==> config.mk <==
export PLATFORM = sky130hd
export DESIGN_NAME = sig_ctrl_front
export DESIGN_NICKNAME = d
export VERILOG_FILES = /design/src/rtl/sigfe_pkg.sv /design/src/rtl/sigfe_job_fsm.sv /design/src/rtl/sigfe_irq.sv /design/src/rtl/sigfe_hash_ctl.sv /design/src/rtl/sig_ctrl_front.sv
export SDC_FILE = /design/constraint.sdc
export NUM_CORES = 1
export LEC_CHECK = 0
export ABC_AREA = 1
export BUFFER_PORTS_ARGS = -buffer_cell sky130_fd_sc_hd__buf_4
export CAP_MARGIN = 0
export CELL_PAD_IN_SITES_DETAIL_PLACEMENT = 1
export CELL_PAD_IN_SITES_GLOBAL_PLACEMENT = 2
export CORE_ASPECT_RATIO = 0.5
export CORE_UTILIZATION = 28
export CTS_BUF_LIST = sky130_fd_sc_hd__clkbuf_4 sky130_fd_sc_hd__clkbuf_8
export DETAILED_ROUTE_END_ITERATION = 12
export MAX_ROUTING_LAYER = met4
export PLACE_DENSITY = 0.9
export SYNTH_ARGS = -nofsm -noshare
export SYNTH_HDL_FRONTEND = slang
export SYNTH_SLANG_ARGS = --single-unit
==> constraint.sdc <==
create_clock -name clk -period 3.2 [get_ports clk]
set_input_delay 0.8 -clock clk [delete_from_list [all_inputs] [get_ports clk]]
set_output_delay 0.8 -clock clk [all_outputs]
set_load 0.02 [all_outputs]
==> src/rtl/sigfe_pkg.sv <==
package sigfe_pkg;
  localparam int ADDR_W = 12;
  localparam int NIRQ   = 2;
  localparam int VER_W  = 28;
  localparam int HMW    = 3;

  typedef enum logic [1:0] {
    JOB_IDLE = 2'd0,
    JOB_LOAD = 2'd1,
    JOB_GET  = 2'd2,
    JOB_BUSY = 2'd3
  } job_st_t;

  localparam logic [ADDR_W-1:0] A_CFG   = 12'h004;
  localparam logic [ADDR_W-1:0] A_CGATE = 12'h008;
  localparam logic [ADDR_W-1:0] A_RAW   = 12'h00C;
  localparam logic [ADDR_W-1:0] A_STAT  = 12'h010;
  localparam logic [ADDR_W-1:0] A_ENA   = 12'h014;
  localparam logic [ADDR_W-1:0] A_CLR   = 12'h018;
  localparam logic [ADDR_W-1:0] A_CMD   = 12'h01C;
  localparam logic [ADDR_W-1:0] A_STATE = 12'h020;
  localparam logic [ADDR_W-1:0] A_RES   = 12'h024;
  localparam logic [ADDR_W-1:0] A_VER   = 12'h0FC;
  localparam logic [ADDR_W-1:0] A_HMODE = 12'h200;
  localparam logic [ADDR_W-1:0] A_HGO   = 12'h210;
  localparam logic [ADDR_W-1:0] A_HNXT  = 12'h214;
  localparam logic [ADDR_W-1:0] A_HBUSY = 12'h218;

  localparam logic [VER_W-1:0] VER_RST = 28'd35684752;
  localparam logic [HMW-1:0]   HM_224  = 3'd1;
  localparam logic [HMW-1:0]   HM_256  = 3'd2;
endpackage

==> src/rtl/sigfe_job_fsm.sv <==
module sigfe_job_fsm
  import sigfe_pkg::*;
(
  input  logic    clk,
  input  logic    rst_n,
  input  logic    go_cmd,
  input  logic    loaded_cmd,
  input  logic    taken_cmd,
  input  logic    core_done,
  output job_st_t state,
  output logic    core_start,
  output logic    finish
);
  // Completion is honoured only while the core is working.
  assign finish = (state == JOB_BUSY) && core_done;

  always_ff @(posedge clk) begin
    if (!rst_n) begin
      state      <= JOB_IDLE;
      core_start <= 1'b0;
    end else begin
      core_start <= 1'b0;
      case (state)
        JOB_IDLE: if (go_cmd) state <= JOB_LOAD;
        JOB_LOAD: if (loaded_cmd) begin
          state      <= JOB_BUSY;
          core_start <= 1'b1;
        end
        JOB_BUSY: if (core_done) state <= JOB_GET;
        JOB_GET:  if (taken_cmd) state <= JOB_IDLE;
        default:  state <= JOB_IDLE;
      endcase
    end
  end
endmodule

==> src/rtl/sigfe_irq.sv <==
module sigfe_irq #(
  parameter int N = 2
) (
  input  logic         clk,
  input  logic         rst_n,
  input  logic [N-1:0] hw_set,
  input  logic [N-1:0] sw_clr,
  input  logic [N-1:0] ena,
  output logic [N-1:0] raw,
  output logic [N-1:0] masked,
  output logic         irq
);
  for (genvar i = 0; i < N; i++) begin : g_src
    always_ff @(posedge clk) begin
      if (!rst_n)         raw[i] <= 1'b0;
      else if (hw_set[i]) raw[i] <= 1'b1;   // set beats a clear in the same cycle
      else if (sw_clr[i]) raw[i] <= 1'b0;
    end
  end

  assign masked = raw & ena;
  assign irq    = |masked;
endmodule

==> src/rtl/sigfe_hash_ctl.sv <==
module sigfe_hash_ctl
  import sigfe_pkg::*;
(
  input  logic           clk,
  input  logic           rst_n,
  input  logic [HMW-1:0] mode,
  input  logic           first_cmd,
  input  logic           next_cmd,
  input  logic           done,
  output logic           first_go,
  output logic           next_go,
  output logic           busy
);
  logic mode_ok, can_go;

  assign mode_ok = (mode == HM_224) || (mode == HM_256);
  assign can_go  = mode_ok && !busy;

  always_ff @(posedge clk) begin
    if (!rst_n) begin
      first_go <= 1'b0;
      next_go  <= 1'b0;
      busy     <= 1'b0;
    end else begin
      first_go <= first_cmd && can_go;
      next_go  <= next_cmd && !first_cmd && can_go;
      if (can_go && (first_cmd || next_cmd)) busy <= 1'b1;
      else if (done)                         busy <= 1'b0;
    end
  end
endmodule

==> src/rtl/sig_ctrl_front.sv <==
module sig_ctrl_front
  import sigfe_pkg::*;
(
  input  logic              clk,
  input  logic              rst_n,
  input  logic              wr_en,
  input  logic [ADDR_W-1:0] addr,
  input  logic [31:0]       wdata,
  output logic [31:0]       rdata,
  output logic              cfg_gen,
  output logic              cfg_wide,
  output logic              cfg_nonce_sw,
  output logic              cfg_hash_sw,
  output logic              cg_force,
  output logic              core_start,
  input  logic              core_done,
  input  logic              core_result,
  output logic [HMW-1:0]    hash_mode,
  output logic              hash_first,
  output logic              hash_next,
  input  logic              hash_done,
  input  logic              hash_release,
  output logic              irq
);
  logic [3:0]      cfg_q;
  logic            cg_q;
  logic [NIRQ-1:0] ena_q;
  logic [HMW-1:0]  hmode_q;
  logic [VER_W-1:0] ver_q;
  logic            res_q;
  job_st_t         state_q;
  logic            job_finish;
  logic [NIRQ-1:0] irq_set, irq_clr, raw_q, stat_q;
  logic            h_busy;
  logic            wr_cmd, wr_clr, wr_hgo, wr_hnxt;
  logic            unused_wbits;

  assign unused_wbits = ^wdata[31:VER_W];

  assign wr_cmd  = wr_en && (addr == A_CMD);
  assign wr_clr  = wr_en && (addr == A_CLR);
  assign wr_hgo  = wr_en && (addr == A_HGO);
  assign wr_hnxt = wr_en && (addr == A_HNXT);

  always_ff @(posedge clk) begin
    if (!rst_n) begin
      cfg_q   <= '0;
      cg_q    <= 1'b0;
      ena_q   <= '0;
      hmode_q <= '0;
      ver_q   <= VER_RST;
      res_q   <= 1'b0;
    end else begin
      if (wr_en && addr == A_CFG)   cfg_q   <= wdata[3:0];
      if (wr_en && addr == A_CGATE) cg_q    <= wdata[0];
      if (wr_en && addr == A_ENA)   ena_q   <= wdata[NIRQ-1:0];
      if (wr_en && addr == A_HMODE) hmode_q <= wdata[HMW-1:0];
      if (wr_en && addr == A_VER)   ver_q   <= wdata[VER_W-1:0];
      if (job_finish)               res_q   <= core_result;
    end
  end

  sigfe_job_fsm u_fsm (
    .clk        (clk),
    .rst_n      (rst_n),
    .go_cmd     (wr_cmd && wdata[0]),
    .loaded_cmd (wr_cmd && wdata[1]),
    .taken_cmd  (wr_cmd && wdata[2]),
    .core_done  (core_done),
    .state      (state_q),
    .core_start (core_start),
    .finish     (job_finish)
  );

  assign irq_set = {hash_release, job_finish};
  assign irq_clr = wr_clr ? wdata[NIRQ-1:0] : '0;

  sigfe_irq #(.N(NIRQ)) u_irq (
    .clk    (clk),
    .rst_n  (rst_n),
    .hw_set (irq_set),
    .sw_clr (irq_clr),
    .ena    (ena_q),
    .raw    (raw_q),
    .masked (stat_q),
    .irq    (irq)
  );

  sigfe_hash_ctl u_hash (
    .clk       (clk),
    .rst_n     (rst_n),
    .mode      (hmode_q),
    .first_cmd (wr_hgo && wdata[0]),
    .next_cmd  (wr_hnxt && wdata[0]),
    .done      (hash_done),
    .first_go  (hash_first),
    .next_go   (hash_next),
    .busy      (h_busy)
  );

  always_comb begin
    rdata = '0;
    case (addr)
      A_CFG:   rdata[3:0]        = cfg_q;
      A_CGATE: rdata[0]          = cg_q;
      A_RAW:   rdata[NIRQ-1:0]   = raw_q;
      A_STAT:  rdata[NIRQ-1:0]   = stat_q;
      A_ENA:   rdata[NIRQ-1:0]   = ena_q;
      A_STATE: rdata[1:0]        = state_q;
      A_RES:   rdata[0]          = res_q;
      A_VER:   rdata[VER_W-1:0]  = ver_q;
      A_HMODE: rdata[HMW-1:0]    = hmode_q;
      A_HBUSY: rdata[0]          = h_busy;
      default: rdata = '0;
    endcase
  end

  assign cfg_gen      = cfg_q[0];
  assign cfg_wide     = cfg_q[1];
  assign cfg_nonce_sw = cfg_q[2];
  assign cfg_hash_sw  = cfg_q[3];
  assign cg_force     = cg_q;
  assign hash_mode    = hmode_q;
endmodule

==> results of run 1 <==
==> worst max-delay path by stage <==
stage / end / cells after the start / slack, ps / start
5_1_grt: rdata[15] / 8 / 150 / addr[1]
3_3_place_gp: rdata[18] / 8 / 260 / addr[1]
2_1_floorplan: rdata[3] / 5 / 620 / addr[7]
3_5_place_dp: rdata[25] / 8 / 270 / addr[1]
6_report: rdata[17] / 8 / 280 / addr[1]
4_1_cts: rdata[25] / 8 / 270 / addr[1]
==> critical path, cell delays in order <==
cell and delay [ps]:
buf_4 110, nor2_2 150, nand2_1 150, nor2_4 210, nand2_2 200, buf_12 220, nor2_1 110, buf_4 150
==> where the power goes <==
part           total, mW  switching (mW)  internal [mW]
clock              0.461           0.208          0.253
combinational     0.0941          0.0480         0.0461
sequential         0.586        0.000782          0.585
==> registers in the layout, summed over array words and instances, names as in the netlist <==
register and cells:
res_q 1, u_hash.first_go 1, u_irq.raw 2, cg_force 1
u_fsm.core_start 1, u_hash.busy 1, cfg_q 4, u_fsm.state 2
ver_q 28, ena_q 2, hash_mode 3, u_hash.next_go 1
==> metal layers <==
metal  vias up  part of all wire (%)  track usage [%]
met5         -                     0                -
met4         0                  0.74            4.310
met3         6                   3.8            3.577
met2        40                    45            26.19
met1      1092                    50            20.07
li1       1242                     -                -
==> synth_stat cells <==
master,count
o21ai_0,14
clkbuf_1,2
nand3b_1,1
nand3_1,24
nand2_1,43
and3_1,1
nand3_2,3
nand4_1,1
nor3_1,3
a21oi_1,30
buf_4,4
nand2_4,1
buf_8,1
inv_2,1
buf_1,1
o211ai_1,7
inv_1,55
clkinv_4,1
nor2_4,3
nand2_2,3
dfxtp_1,47
conb_1,1
buf_6,6
o21ai_2,8
buf_2,1
nor4_1,1
nor2_2,4
nor2_1,62
o21ai_1,13
==> cells by family (layout without fill, tap and decap cells) <==
logic type	Yosys count	after routing	synth area share, %
and+or+nand+nor	150	150	28.40
AOI/OAI and AO/OA	72	72	17.18
buffers and inverters	72	152	14.65
DFF	47	47	39.62
other	1	4	0.1579
==> metrics by stage <==
stage	hold slack, ps	cell area [µm²]	total power, mW	util, %	setup slack, ps
6_report	455.9	3181	1.141	39.19	283.8
4_1_cts	462.9	3181	1.170	39.19	268.8
2_1_floorplan	423.6	2386	0.6392	-	616.2
3_3_place_gp	438.9	3063	0.6939	37.74	261.3
5_1_grt	481.0	3181	1.205	39.19	151.8
3_5_place_dp	448.2	3063	0.6951	37.74	271.7
==> cell type report <==
cell class | count | area (µm²)
clock buffers | 6 | 82.58
clock inverters | 2 | 35.03
fillers | 1088 | 4935
inverters | 57 | 219.0
multi-input cells | 226 | 1097
flip-flops and latches | 47 | 940.9
well taps | 112 | 140.1
repair buffers | 87 | 665.6
==> qor.yml, run 1 <==
dieArea_mm2: 0.008876
holdPathStages: 2
r2r_setup_slack_ps: 2150
placement_rows: 23
cts_buffers: 5
wl_per_cell_um: 12.09
yosys_warnings: 0
grt_overflow_total: 0
htreeDepth: 2
skew_ps: 0.4371
cp-start-kind: "input port"
crit_arrival_ps: 2120
vias: 2380
ir_worst_vdd_v: 0.0001339
fin_crit_ps: 2916
ys_ff_latch: 47
grt_pass1_vias: 2248
coreArea_mm2: 0.008115
dr.first_iter.drc_count: 70
layout-area-overhead-vs-synth_pct: 33.93
required_ps: 2400
synth.area.top_cells: "dfxtp_1 40%, nor2_1 9.8%, inv_1 8.7%, nand2_1 6.8%, a21oi_1 6.3%"
netlist_area_mm2: 0.002375
drive_above_1_share_pct: 28.00
antenna_found_initial: 0
drc: 0
cts_tree: "done"
stdcell_count: 537
dpl.hpwl_um: 4869
rsz0062_at_grt: "no"
final_common_cell: "buf_4"
hold_violations: 0
cts-root-buf: "clkbuf_8"
ant_nets: 0
yosysSeqAreaShare_pct: 39.62
port_buffers: 86
p_leak_nw: 1.485
clk_pin_slew_ps: 90
power.density_mw_per_mm2: 358.8
synth_cell_types: 29
num-nets-final: 475
cts_buffer_depth: 2
ios: 95
final-setup-viol-count: 0
insertion_delay_ps: 300
initial_utilization_pct: 29.26
grt.total_usage_pct: 15.99
worst_r2r_path_depth: 5
drt-pass1-iter-count: 4
cts_resized: 0
numPlacedInstances: 529
fin_crit_sh_pct: 91.13
hold_path_end: "ver_q[16]"
fin_setup_tns_ps: 0
holdBufCountCts: 0
timing.max_cap.violations: 0
hold_class: "flop to flop"
yosysTopAreaCell: "dfxtp_1"
status: "finished clean"
r2r_start: "u_fsm.state[1]"
end_kind: "primary output"
fp.dieH_um: 67.12
fmax_mhz: 342.9
holdCritStartpoint: "ver_q[16]"
grt_pass1_wl_um: 10700
cts_setup_buffers: 0
cts.sink_count: 47
routabilityCongestion: 0.8660
final_cell_mix: "86 x buf_4, 62 x nor2_1, 55 x inv_1, 47 x dfxtp_1, 43 x nand2_1"
drv_slew: 0
synthCells: 342
die_x_um: 132.2
crit_fanout: 17
yosysTopAreaCellShare_pct: 39.62
postSynthAreaPerCell_um2: 6.944
grt_max_degree: 42
finalWirelength_um: 6493
viasPerCell: 4.432
timing.rr.end: "u_fsm.state[1]"
diodes: 0
worstSetupPathType: "input port to primary output"
No activity file was read; power rests on OpenSTA's default activity.
==> run 2: changes to the inputs <==
GPL_TIMING_DRIVEN = 0   (was default)
==> qor.yml, run 2 (synthesized netlist as in run 1, its figures left out) <==
ant_nets: 0  # unchanged
wl_met3_um: 265  # was 247 µm
cpMaxStageDelayCell: "nor2_1"  # was buf_12
placement_rows: 23  # unchanged
clk_pin_slew_ps: 100  # was 90 ps
cts_setup_buffers: 0  # unchanged
cpPeakStageDelay_ps: 250  # was 220 ps
crit_arrival_ps: 2110  # was 2120 ps
grt_max_degree: 15  # was 42
end_kind: "primary output"  # unchanged
final_common_cell: "buf_4"  # unchanged
largest_reg_flops: 28  # unchanged
timing.max_cap.violations: 0  # unchanged
hold_class: "flop to flop"  # unchanged
insertion_delay_ps: 300  # about the same
vias: 2420  # was 2380
fin_crit_sh_pct: 90.93  # was 91.13%
p_leak_nw: 1.536  # was 1.485 nW
initial_utilization_pct: 29.26  # unchanged
ir_worst_vdd_v: 0.0002025  # was 0.0001339 V
cts_resized: 0  # unchanged
drt-pass1-iter-count: 4  # unchanged
cts-root-buf: "clkbuf_8"  # unchanged
wl_per_cell_um: 13.03  # was 12.09 µm
ios: 95  # unchanged
cts_buffers: 5  # unchanged
layout-area-overhead-vs-synth_pct: 38.04  # was 33.93%
port_buffers: 86  # unchanged
cts_buffer_depth: 2  # unchanged
routabilityCongestion: 0.8313  # was 0.8660
final-setup-viol-count: 0  # unchanged
ff_latch_area_um2: 940.9  # unchanged
rsz0062_at_grt: "no"  # unchanged
dieArea_mm2: 0.008876  # unchanged
cts.sink_count: 47  # unchanged
worstSetupPathType: "input port to primary output"  # unchanged
htreeDepth: 2  # unchanged
cts_tree: "done"  # unchanged
fmax_mhz: 343.7  # was 342.9 MHz
fin_setup_tns_ps: 0  # unchanged
grt_pass1_vias: 2345  # was 2248
largest-register: "ver_q"  # unchanged
dr.first_iter.drc_count: 108  # was 70
hold_violations: 0  # unchanged
drive_above_1_share_pct: 29.45  # was 28.00%
routed.top_layer: "met4"  # unchanged
finalWirelength_um: 7166  # was 6493 µm
relSlewSlack_pct: 62.62
status: "finished clean"  # unchanged
crit_fanout: 5  # was 17
antenna_found_initial: 0  # unchanged
power.density_mw_per_mm2: 343.9  # was 358.8 mW/mm²
drc: 0  # unchanged
grt_overflow_total: 0  # unchanged
fin_crit_ps: 2910  # was 2916 ps
dp_slack_ps: 271.3  # was 271.7 ps
multi_input_comb_area_mm2: 0.001097  # unchanged
viasPerCell: 4.400  # was 4.432
die_x_um: 132.2  # unchanged
drv_slew: 0  # unchanged
final_cell_mix: "90 x buf_4, 62 x nor2_1, 55 x inv_1, 47 x dfxtp_1, 43 x nand2_1"  # was 86 x buf_4, 62 x nor2_1, 55 x inv_1, 47 x dfxtp_1, 43 x nand2_1
drt-met1-wl_um: 3577  # was 3255 µm
nFillCells: 1061  # was 1088
required_ps: 2400  # about the same
grt_pass1_wl_um: 11430  # was 10700 µm
coreArea_mm2: 0.008115  # unchanged
wl_met2_um: 3268  # was 2941 µm
fp.dieH_um: 67.12  # unchanged
cp-start-kind: "input port"  # unchanged
skew_ps: 1.085  # was 0.4371 ps
grt.total_usage_pct: 17.28  # was 15.99%
num-nets-final: 489  # was 475
final_util_pct: 40.39  # was 39.19%
fin_ws_ps: 290.3  # was 283.8 ps
dpl.hpwl_um: 5594  # was 4869 µm
path_cells: "buf_4, nor2_2, nand3_1, nor2_1, nand2_1, o21ai_0, nor2_1, nand2_1, buf_4"  # was buf_4, nor2_2, nand2_1, nor2_4, nand2_2, buf_12, nor2_1, buf_4
worst_pin_slew_ps: 560.7
diodes: 0  # unchanged
holdBufCountCts: 0  # unchanged
whs_ps: 457.9  # was 455.9 ps
==> run 2: cell types whose count changed in the layout (fill, tap and decap cells not counted) <==
cell        before  now
clkinvlp_4       0    1
clkinv_2         1    0
buf_12           1    0
buf_2            0    1
buf_8            0    1
clkbuf_1         0    2
buf_4           86   90
buf_6            0    6
clkbuf_8         6    5
buf_1            0    1
==> run 2: through the flow <==
| stage | cell area (µm²) | total power, mW | instances |
|---|---|---|---|
| after floorplan | 2386 | 0.6392 | 345 |
| after CTS | 3278 | 1.147 | 550 |
| after detailed placement | 3172 | 0.7023 | 543 |
| final | 3278 | 1.127 | 550 |
| after global placement | 3172 | 0.7016 | 543 |
| after global routing | 3278 | 1.181 | 550 |
==> run 2: area by class of cell <==
cell class / instances / area share (%)
repair buffers: 86 / 19.69
flip-flops and latches: 47 / 28.70
clock inverters: 2 / 1.145
well taps: 112 / 4.275
multi-input cells: 226 / 33.47
inverters: 57 / 6.679
clock buffers: 5 / 2.099
plain buffers: 15 / 3.931
==> run 2: critical path, delay by kind of cell <==
kind	cells	cell delay [ps]
compound gates	1	210
buf+inv	2	250
simple gates	6	850
==> run 2: report_power, final <==
part / internal (mW) / leakage (nW) / switching, mW
Sequential: 0.585 / 0.379 / 0.000768
Combinational: 0.0505 / 1.11 / 0.0513
Clock: 0.229 / 0.0502 / 0.211
Total: 0.865 / 1.54 / 0.263
==> run 2: metal layers <==
metal,vias to the layer above,track usage (%)
met3,5,3.501
met2,43,28.31
met1,1105,21.90
met5,-,-
met4,0,4.741
li1,1267,-
==> run 2: final timing paths <==
check                                     from             end  slack, ps  cells past startpoint
worst max register to register  u_fsm.state[1]  u_fsm.state[0]       2140                      4
worst max-delay path                   addr[1]        rdata[1]        290                      9
worst min-delay path                  ver_q[9]        ver_q[9]        460                      2
worst min register to register        ver_q[9]        ver_q[9]        460                      2
==> run 3: changes to the inputs <==
--- a/config.mk
+++ b/config.mk
@@ -18,4 +18,5 @@
 export MAX_ROUTING_LAYER = met4
 export PLACE_DENSITY = 0.9
+export RECOVER_POWER = 50
 export SYNTH_ARGS = -nofsm -noshare
 export SYNTH_HDL_FRONTEND = slang
==> constraint.sdc (replaced) <==
create_clock -name clk -period 3.2 [get_ports clk]
set_input_delay 0.32 -clock clk [delete_from_list [all_inputs] [get_ports clk]]
set_output_delay 0.32 -clock clk [all_outputs]
set_load 0.02 [all_outputs]
==> qor.yml, run 3 (synthesized netlist as in run 1, its figures left out) <==
fp.dieH_um: 67.12  # unchanged
die_x_um: 132.2  # unchanged
path_cells: "clkbuf_4, nor2_1, nand3_1, nor2_1, nand3_1, o21ai_0, nor2_1, nand2_1, buf_4"  # was buf_4, nor2_2, nand3_1, nor2_1, nand2_1, o21ai_0, nor2_1, nand2_1, buf_4
grt_pass1_wl_um: 11430  # unchanged
holdBufCountCts: 0  # unchanged
fin_setup_tns_ps: 0  # unchanged
end_kind: "primary output"  # unchanged
num-nets-final: 489  # unchanged
layout-area-overhead-vs-synth_pct: 32.67  # was 38.04%
timing.rr.end: "u_fsm.state[0]"  # unchanged
timing.max_cap.violations: 0  # unchanged
cts_tree: "done"  # unchanged
largest-register: "ver_q"  # unchanged
dieArea_mm2: 0.008876  # unchanged
cts_setup_buffers: 0  # unchanged
drt-pass1-iter-count: 4  # unchanged
rsz0062_at_grt: "no"  # unchanged
skew_ps: 0.7116  # was 1.085 ps
cts_buffers: 5  # unchanged
cts_buffer_depth: 2  # unchanged
vias: 2430  # was 2420
worstSetupPathType: "input port to primary output"  # unchanged
cpPeakStageDelay_ps: 460  # was 250 ps
status: "finished clean"  # unchanged
dr.first_iter.drc_count: 107  # was 108
drive_above_1_share_pct: 23.52  # was 29.45%
pwr-share-comb_pct: 8.6  # was 9.0%
ir_worst_vdd_v: 0.0002031  # was 0.0002025 V
pwr-share-clk_pct: 39.3  # was 39.0%
drv_slew: 0  # unchanged
fin_crit_sh_pct: 66.89  # was 90.93%
insertion_delay_ps: 290  # was 300 ps
cts-root-buf: "clkbuf_8"  # unchanged
crit_top_cell: "nor2_1"
final_cell_mix: "77 x buf_4, 66 x nor2_1, 55 x inv_1, 47 x dfxtp_1, 44 x nand2_1"  # was 90 x buf_4, 62 x nor2_1, 55 x inv_1, 47 x dfxtp_1, 43 x nand2_1
critical_path.top_delay_family: "simple AND/OR/NAND/NOR gates"  # unchanged
crit_fanout: 7  # was 5
grt_pass1_vias: 2345  # unchanged
finalWirelength_um: 7192  # was 7166 µm
cpMaxStageDelayCell: "nor2_1"  # unchanged
cp-startpoint: "addr[7]"  # was addr[1]
hold_class: "input port to flop"  # was flop to flop
final-setup-viol-count: 0  # unchanged
placement_rows: 23  # unchanged
power_frac_seq_pct: 52.1  # was 52.0%
r2r_setup_slack_ps: 2140  # about the same
relSlewSlack_pct: 62.35  # was 62.62%
ios: 95  # unchanged
antenna_found_initial: 0  # unchanged
dpl.hpwl_um: 5594  # unchanged
largest_reg_flops: 28  # unchanged
ant_nets: 0  # unchanged
cp_num_buf_inv: 2  # unchanged
fin_crit_ps: 2140  # was 2910 ps
crit_arrival_ps: 1820  # was 2110 ps
whs_ps: 227.4  # was 457.9 ps
cts_resized: 0  # unchanged
worst_r2r_path_depth: 4  # unchanged
clk_pin_slew_ps: 100  # about the same
viasPerCell: 4.418  # was 4.400
p_leak_nw: 1.444  # was 1.536 nW
grt_max_degree: 15  # unchanged
sw_frac_of_total_pct: 23.28  # was 23.32%
p_int_mw: 0.8629  # was 0.8645 mW
crit_end: "rdata[1]"  # unchanged
r2r_start: "u_fsm.state[1]"  # unchanged
cp.depth: 9  # unchanged
power.density_mw_per_mm2: 357.0  # was 343.9 mW/mm²
final_common_cell: "buf_4"  # unchanged
hold_violations: 0  # unchanged
nFillCells: 1072  # was 1061
drc: 0  # unchanged
p_sw_mw: 0.2618  # was 0.2629 mW
coreArea_mm2: 0.008115  # unchanged
grt_overflow_total: 0  # unchanged
diodes: 0  # unchanged
initial_utilization_pct: 29.26  # unchanged
routabilityCongestion: 0.8313  # unchanged
worst_pin_slew_ps: 564.8  # was 560.7 ps
cts.sink_count: 47  # unchanged
required_ps: 2880  # was 2400 ps
htreeDepth: 2  # unchanged
cp-start-kind: "input port"  # unchanged
wl_per_cell_um: 13.08  # was 13.03 µm
port_buffers: 86  # unchanged
fmax_mhz: 467.2  # was 343.7 MHz
grt.total_usage_pct: 17.28  # unchanged
run 3: layout make-up:
type | instances | area [µm²] | area share (%)
well taps | 112 | 140.1 | 4.448
multi-input cells | 226 | 1041 | 33.04
inverters | 57 | 215.2 | 6.831
repair buffers | 86 | 604.3 | 19.18
clock inverters | 2 | 37.54 | 1.191
clock buffers | 5 | 68.82 | 2.184
plain buffers | 15 | 102.6 | 3.257
flip-flops and latches | 47 | 940.9 | 29.86
run 3: layer usage:
metal	share of wire, %	GRT usage, %	vias to the layer above
met5	0	-	-
met4	0.74	4.741	0
met3	4.2	3.501	5
met2	46	28.31	46
met1	49	21.90	1114
li1	-	-	1265
run 3: how the worst min path moves through the flow:
stage                 startpoint           end  slack [ps]  cells after the start
finish                  wdata[4]      ver_q[4]         230                      3
CTS                 hash_release  u_irq.raw[1]         220                      3
global placement       ver_q[13]     ver_q[13]         440                      2
global route           wdata[21]     ver_q[21]         240                      3
detailed placement     ver_q[11]     ver_q[11]         450                      2
floorplan                  res_q         res_q         420                      2
run 3: per-stage QoR:
stage               setup slack, ps  std cells  util, %  total power [mW]  area, µm²
finish                         1060        550    38.82             1.125       3151
global route                  893.4        550    38.82             1.176       3151
CTS                            1227        550    40.39             1.147       3278
floorplan                      1576        345        -            0.6392       2386
detailed placement             1231        543    39.08            0.7023       3172
global placement               1218        543    39.08            0.7016       3172
run 3: power by group through the flow:
stage | registers [mW] | logic, mW | clock network [mW]
finish | 0.586 | 0.0967 | 0.442
global route | 0.587 | 0.106 | 0.483
CTS | 0.586 | 0.103 | 0.458
detailed placement | 0.600 | 0.102 | 0
global placement | 0.600 | 0.102 | 0
floorplan | 0.600 | 0.0397 | 0
run 3: worst reg2reg max path: stages (launching register included):
cell and delay (ps):
dfxtp_1 410, inv_1 110, nor3_1 240, o21ai_0 110
a21oi_1 130
